--- src/rtl/colDrvPkg.sv ---
package colDrvPkg;
  localparam int GRP_W = 6;  // holds group indices up to 63

  typedef enum logic [1:0] {
    ST_IDLE,
    ST_LOAD,
    ST_DONE
  } loadState_t;

  typedef struct packed {
    logic             load;  // store one group this cycle
    logic [GRP_W-1:0] grp;   // which group to store
    logic             xfer;  // copy line into output latch
  } ctlStrobe_t;
endpackage

--- src/rtl/colDrvCtl.sv ---
module colDrvCtl
  import colDrvPkg::*;
#(
  parameter int NUM_OUT = 160,
  parameter int BUS_W   = 8
) (
  input  logic       clk,
  input  logic       rstN,
  input  logic       shiftClk,
  input  logic       dataStb,
  input  logic       busWide,
  input  logic       chainInN,
  output ctlStrobe_t stb,
  output logic       chainOutN
);
  localparam int WIDE_LAST   = NUM_OUT / BUS_W - 1;
  localparam int NARROW_LAST = NUM_OUT / (BUS_W / 2) - 1;

  logic             prevShift, prevStb;
  logic             shiftFall, stbFall;
  logic [GRP_W-1:0] grpCnt, lastGrp;
  logic             carry, atLast;
  loadState_t       state;

  assign shiftFall = prevShift & ~shiftClk;
  assign stbFall   = prevStb & ~dataStb;
  assign lastGrp   = busWide ? GRP_W'(WIDE_LAST) : GRP_W'(NARROW_LAST);

  always_comb begin
    stb.xfer = stbFall;
    stb.grp  = (state == ST_LOAD) ? grpCnt : '0;
    stb.load = shiftFall & ~stbFall &
               (((state == ST_IDLE) & ~chainInN) | (state == ST_LOAD));
    atLast   = (stb.grp >= lastGrp);
  end

  always_ff @(posedge clk) begin
    if (!rstN) begin
      prevShift <= 1'b0;
      prevStb   <= 1'b0;
      grpCnt    <= '0;
      carry     <= 1'b0;
      state     <= ST_IDLE;
    end else begin
      prevShift <= shiftClk;
      prevStb   <= dataStb;
      if (stbFall) begin
        grpCnt <= '0;
        carry  <= 1'b0;
        state  <= ST_IDLE;
      end else if (shiftFall) begin
        case (state)
          ST_IDLE: if (!chainInN) begin
            grpCnt <= GRP_W'(1);
            state  <= ST_LOAD;
          end
          ST_LOAD: if (atLast) begin
            grpCnt <= '0;
            carry  <= 1'b1;
            state  <= ST_DONE;
          end else begin
            grpCnt <= grpCnt + 1'b1;
          end
          default: carry <= 1'b0;
        endcase
      end
    end
  end

  assign chainOutN = ~carry;
endmodule

--- src/rtl/colDrvPath.sv ---
module colDrvPath
  import colDrvPkg::*;
#(
  parameter int NUM_OUT = 160,
  parameter int BUS_W   = 8
) (
  input  logic               clk,
  input  logic               rstN,
  input  ctlStrobe_t         stb,
  input  logic [BUS_W-1:0]   dataIn,
  input  logic               busWide,
  input  logic               dirLeft,
  input  logic               invData,
  input  logic               outCtl,
  output logic [NUM_OUT-1:0] colOut
);
  localparam int NW = BUS_W / 2;

  logic [NUM_OUT-1:0] lineReg;
  logic [NUM_OUT-1:0] outLatch;

  for (genvar i = 0; i < NUM_OUT; i++) begin : gBit
    localparam int G_WR = i / BUS_W;
    localparam int G_WL = (NUM_OUT - 1 - i) / BUS_W;
    localparam int G_NR = i / NW;
    localparam int G_NL = (NUM_OUT - 1 - i) / NW;
    localparam int K_W  = i % BUS_W;
    localparam int K_N  = i % NW;

    logic [GRP_W-1:0] myGrp;
    logic             srcBit;
    logic             bitQ;

    always_comb begin
      if (busWide) myGrp = dirLeft ? GRP_W'(G_WL) : GRP_W'(G_WR);
      else         myGrp = dirLeft ? GRP_W'(G_NL) : GRP_W'(G_NR);
      srcBit = (busWide ? dataIn[K_W] : dataIn[K_N]) ^ invData;
    end

    always_ff @(posedge clk) begin
      if (!rstN)                            bitQ <= 1'b0;
      else if (stb.load && stb.grp == myGrp) bitQ <= srcBit;
    end

    assign lineReg[i] = bitQ;
  end

  always_ff @(posedge clk) begin
    if (!rstN)         outLatch <= '0;
    else if (stb.xfer) outLatch <= lineReg;
  end

  assign colOut = outCtl ? '0 : outLatch;
endmodule

--- src/rtl/colDriverCore.sv ---
module colDriverCore
  import colDrvPkg::*;
#(
  parameter int NUM_OUT = 160,
  parameter int BUS_W   = 8
) (
  input  logic               clk,
  input  logic               rstN,
  input  logic               shiftClk,
  input  logic               dataStb,
  input  logic [BUS_W-1:0]   dataIn,
  input  logic               dirLeft,
  input  logic               outCtl,
  input  logic               invData,
  input  logic               busWide,
  input  logic               chainAIn,
  output logic               chainAOut,
  output logic               chainAOe,
  input  logic               chainBIn,
  output logic               chainBOut,
  output logic               chainBOe,
  output logic [NUM_OUT-1:0] colOut
);
  ctlStrobe_t stb;
  logic       enInN, enOutN;

  assign enInN     = dirLeft ? chainBIn : chainAIn;
  assign chainAOe  = dirLeft;
  assign chainBOe  = ~dirLeft;
  assign chainAOut = enOutN;
  assign chainBOut = enOutN;

  colDrvCtl #(.NUM_OUT(NUM_OUT), .BUS_W(BUS_W)) uCtl (
    .clk(clk), .rstN(rstN), .shiftClk(shiftClk), .dataStb(dataStb),
    .busWide(busWide), .chainInN(enInN), .stb(stb), .chainOutN(enOutN)
  );

  colDrvPath #(.NUM_OUT(NUM_OUT), .BUS_W(BUS_W)) uPath (
    .clk(clk), .rstN(rstN), .stb(stb), .dataIn(dataIn), .busWide(busWide),
    .dirLeft(dirLeft), .invData(invData), .outCtl(outCtl), .colOut(colOut)
  );
endmodule

--- config.mk ---
export PLATFORM = sky130hd
export DESIGN_NAME = colDriverCore
export DESIGN_NICKNAME = d
export VERILOG_FILES = /design/src/rtl/colDrvPkg.sv /design/src/rtl/colDrvCtl.sv /design/src/rtl/colDrvPath.sv /design/src/rtl/colDriverCore.sv
export SDC_FILE = /design/constraint.sdc
export NUM_CORES = 1
export LEC_CHECK = 0
export CORE_ASPECT_RATIO = 0.7
export CORE_MARGIN = 2
export CORE_UTILIZATION = 50
export DETAILED_ROUTE_END_ITERATION = 8
export GPL_TIMING_DRIVEN = 0
export HOLD_SLACK_MARGIN = 0.1
export PLACE_DENSITY = 0.76
export REMOVE_ABC_BUFFERS = 1
export SYNTH_ARGS = -nofsm -noshare
export SYNTH_HDL_FRONTEND = slang
export SYNTH_SLANG_ARGS = --single-unit
--- constraint.sdc ---
create_clock -name clk -period 2.35 [get_ports clk]
set_clock_uncertainty 0.1 [all_clocks]
set_input_delay 0.235 -clock clk [delete_from_list [all_inputs] [get_ports clk]]
set_output_delay 0.235 -clock clk [all_outputs]
set_load 0.02 [all_outputs]
==> qor.csv <==
stage,metric,value,unit
outcome,status,"complete, no violations",
drt,"antenna viol nets, final",0,
min_path,WHS Endpoint,uPath.gBit[52].bitQ,
final_layout,Final Instance Count excl. Fillers,2133,
synthesis,Post-synth EDFFs,0,
power,switching part of the total,0.226,
worst_setup_path,Crit. Startpoint,uCtl.state[1],
final_layout,Util after Layout,0.636,
final_layout,Layout area overhead,24.1,%
worst_setup_path,Worst Path Max Fanout,9,
clock_tree,cts hold-fix bufs,0,
clock_tree,maximum clock path buffer count,3,
power,Clock Power Share,0.460,
placed_design,I/O Buffers,181,
power,Comb pwr share,0.055,
placed_design,pre-CTS setup slack,-1560,ps
drt,via count,11100,
timing,# setup viols final,0,
timing,Setup TNS Final,0,ps
synthesis,Mapped Area,14400,µm²
clock_tree,CTS tree,built,
power,pwr dens,652,nW/µm²
min_path,Hold Crit Class,in -> reg,
placed_design,RD Place Congestion,0.815,
global_routing,first-pass GRT wire length,54.9,mm
clock_tree,Worst-Skew Late Latency,560,ps
clock_tree,CTS root buffer,clkbuf_16,
clock_tree,Clock transition at path regs,70,ps
timing,setup ws final,74.0,ps
timing,Max Freq,439,MHz
synthesis,Synth Flop Type,dfxtp_1,
timing,Worst slew margin,0.374,
worst_setup_path,reg2reg setup slack,70,ps
drt,DR iter-0 viols,659,
drt,Post-route DRC,0,
drt,final wirelength,33.8,mm
worst_setup_path,critical path launch point type,flop,
global_routing,Total GRT Usage,0.221,
timing,Slew @ Worst Pin,939,ps
final_layout,FILL cells,2320,
min_path,Hold Startpoint,rstN,
synthesis,yosys warns,0,
worst_setup_path,worst setup path class,reg -> reg,
drt,detailed-route vias per instance,5.23,
worst_setup_path,worst endpoint data arrival time,2650,ps
floorplanning,Core Box Area,28000,µm²
power,Switch Pwr,2.62,mW
final_layout,nets,1763,
floorplanning,Rows,51,
synthesis,Synth Area per Inst,8.82,µm²
final_layout,design area,17800,µm²
placed_design,dpl cell area,16400,µm²
timing,Final Hold Vio Count,0,
floorplanning,die area,30100,µm²
final_layout,share of layout cells above drive strength 1,0.0835,
floorplanning,I/O pin count,182,
worst_setup_path,CP endpoint kind,flop,
min_path,hold path cells,3,
floorplanning,Die W,206,µm
floorplanning,Die Ht,146,µm
synthesis,synthesized flop and latch total,331,
clock_tree,cts bufs inserted,31,
global_routing,grt total ovfl,0,
power,Leakage,6.39,nW
placed_design,detailed placement HPWL,21.7,mm
synthesis,sequential element share of the synthesized area,0.462,
synthesis,Cell variety after synth,63,
synthesis,Post-synth ARST share,0,
flow_run,Max Cap Viol,0,
global_routing,vias in the first global route,10600,
worst_setup_path,reg-to-reg endpoint,uCtl.grpCnt[5],
timing,RSZ-0062 raised after global routing,yes,
drt,Pre-antenna DRT Iters,5,
placed_design,placed insts,2064,
synthesis,Mapped Cells,1627,
drt,wire per inst,15.9,µm
global_routing,initial antenna violation count,3,
clock_tree,clk sinks,331,
floorplanning,Initial Util,0.512,
worst_setup_path,cells on worst reg2reg path,8,
power,Int Power,8.99,mW
timing,fin crit period,2280,ps
clock_tree,H-Tree Depth,1,
worst_setup_path,worst endpoint required time,2730,ps
timing,Final Slew Violations,0,
power,maximum vdd drop,0.576,mV
timing,fin crit share,0.969,
worst_setup_path,Worst R2R Start,uCtl.state[1],
power,Seq pwr share,0.485,
global_routing,largest net degree at the start of global routing,173,
state kept, by name, summed over array words and instances, names as in the netlist:
| signal | flops |
|---|---|
| uPath.gBit.bitQ | 160 |
| uCtl.state | 2 |
| uCtl.carry | 1 |
| uPath.outLatch | 160 |
| uCtl.grpCnt | 6 |
| uCtl.prevShift | 1 |
| uCtl.prevStb | 1 |
per-stage QoR:
stage	hold WS [ps]	power, mW
2_1_floorplan	257	6.03
3_3_place_gp	343	6.37
3_5_place_dp	346	6.36
4_1_cts	177	11.7
5_1_grt	222	12.0
6_report	134	11.6
timing repair:
action                     4_1_cts  5_1_grt
resized for setup               33       33
pin swaps                        2        9
hold endpoints to repair         0        0
cloned                           0        0
setup buffers                    4        6
setup endpoints to repair      170      160
cell usage after synthesis, drive strengths merged (2+ instances only):
| cell | instances | area, µm² |
|---|---|---|
| nand2 | 499 | 1870 |
| dfxtp | 331 | 6630 |
| nor2b | 167 | 1040 |
| mux2i | 165 | 1650 |
| a21boi | 161 | 1210 |
| clkbuf | 108 | 407 |
| nand3 | 25 | 125 |
| nor2 | 19 | 71.3 |
| nor3 | 16 | 215 |
| buf | 15 | 77.6 |
| ha | 9 | 113 |
| inv | 9 | 33.8 |
| o21ai | 9 | 48.8 |
| xnor2 | 8 | 70.1 |
| xor2 | 8 | 70.1 |
| a21oi | 7 | 35.0 |
| nor3b | 7 | 103 |
| nand2b | 5 | 31.3 |
| and2 | 4 | 25.0 |
| nand3b | 4 | 30.0 |
| o21a | 4 | 31.3 |
| a211o | 3 | 26.3 |
| a32o | 3 | 30.0 |
| nor4 | 3 | 25.0 |
| o32ai | 3 | 26.3 |
| a211oi | 2 | 27.5 |
| a22oi | 2 | 28.8 |
| a2bb2oi | 2 | 17.5 |
| and3 | 2 | 12.5 |
| and3b | 2 | 17.5 |
| mux2 | 2 | 22.5 |
| o2111ai | 2 | 17.5 |
| o211ai | 2 | 42.5 |
| o21bai | 2 | 18.8 |
| o31ai | 2 | 15.0 |
| or3 | 2 | 12.5 |
cell families (layout without fill, tap and decap cells):
logic type,Yosys count,count (layout),share of synthesized area
muxes,167,167,0.117
buffers and inverters,132,266,0.0361
AOI/OAI and AO/OA,213,213,0.116
xor gates and xnor gates,16,16,0.00976
DFF,331,331,0.462
other,0,1,0
adders and majority gates,9,9,0.00785
and+or+nand+nor,759,759,0.252
power by group through the flow:
stage | clock network [mW] | registers, mW | logic (mW)
floorplan | 0 | 5.75 | 0.279
global placement | 0 | 5.75 | 0.615
detailed placement | 0 | 5.75 | 0.602
CTS | 5.45 | 5.63 | 0.624
global route | 5.66 | 5.62 | 0.689
finish | 5.34 | 5.63 | 0.639
worst max path at each step:
stage	to	slack, ps	depth (start not counted)
final	uCtl.grpCnt[5]	70	8
after global routing	uCtl.grpCnt[5]	-40	8
after CTS	uPath.gBit[154].bitQ	5	6
after detailed placement	uPath.gBit[74].bitQ	-1560	7
after global placement	uPath.gBit[132].bitQ	-10200	3
after floorplan	uPath.outLatch[0]	-3570	3
critical path, stage by stage, from the launching register on:
cell	delay, ps
dfxtp_4	420
nand3b_1	250
inv_1	80
ha_1	310
a2111oi_4	360
o21bai_4	140
buf_4	170
a211o_1	230
a21oi_1	150
per-layer routing:
metal	GRT usage	share of wire	vias to the layer above
met1	0.331	0.49	5306
li1	-	-	5539
met3	0.0340	0.053	45
met4	0.0450	0.016	4
met2	0.336	0.44	255
met5	0	0.00080	-
final cells by class:
class                      count  area [µm²]  area share
sequential                   331        6640       0.373
antenna                        1        2.50    0.000141
clock inverter                14         183      0.0103
timing repair buffer         199        2110       0.119
multi-input combinational   1164        7450       0.418
tap                          371         464      0.0261
inverter                       9        33.8     0.00190
clock buffer                  44         925      0.0519
layout by cell type (no fill, tap or decap), drive strengths merged, types with 3 or more instances in the layout:
| master | n |
|---|---|
| nand3 | 25 |
| clkbuf | 45 |
| o21a | 4 |
| nor3 | 16 |
| and2 | 4 |
| clkdlybuf4s50 | 177 |
| ha | 9 |
| nor2 | 19 |
| clkinv | 7 |
| xnor2 | 8 |
| nand3b | 4 |
| nand2b | 5 |
| dfxtp | 331 |
| a21oi | 7 |
| a21boi | 161 |
| a211o | 3 |
| bufinv | 4 |
| o21ai | 9 |
| buf | 20 |
| inv | 11 |
| a32o | 3 |
| mux2i | 165 |
| nor4 | 3 |
| nor3b | 7 |
| nor2b | 167 |
| nand2 | 499 |
| xor2 | 8 |
| o32ai | 3 |
Note: power is estimated with default switching activity, not from simulation.
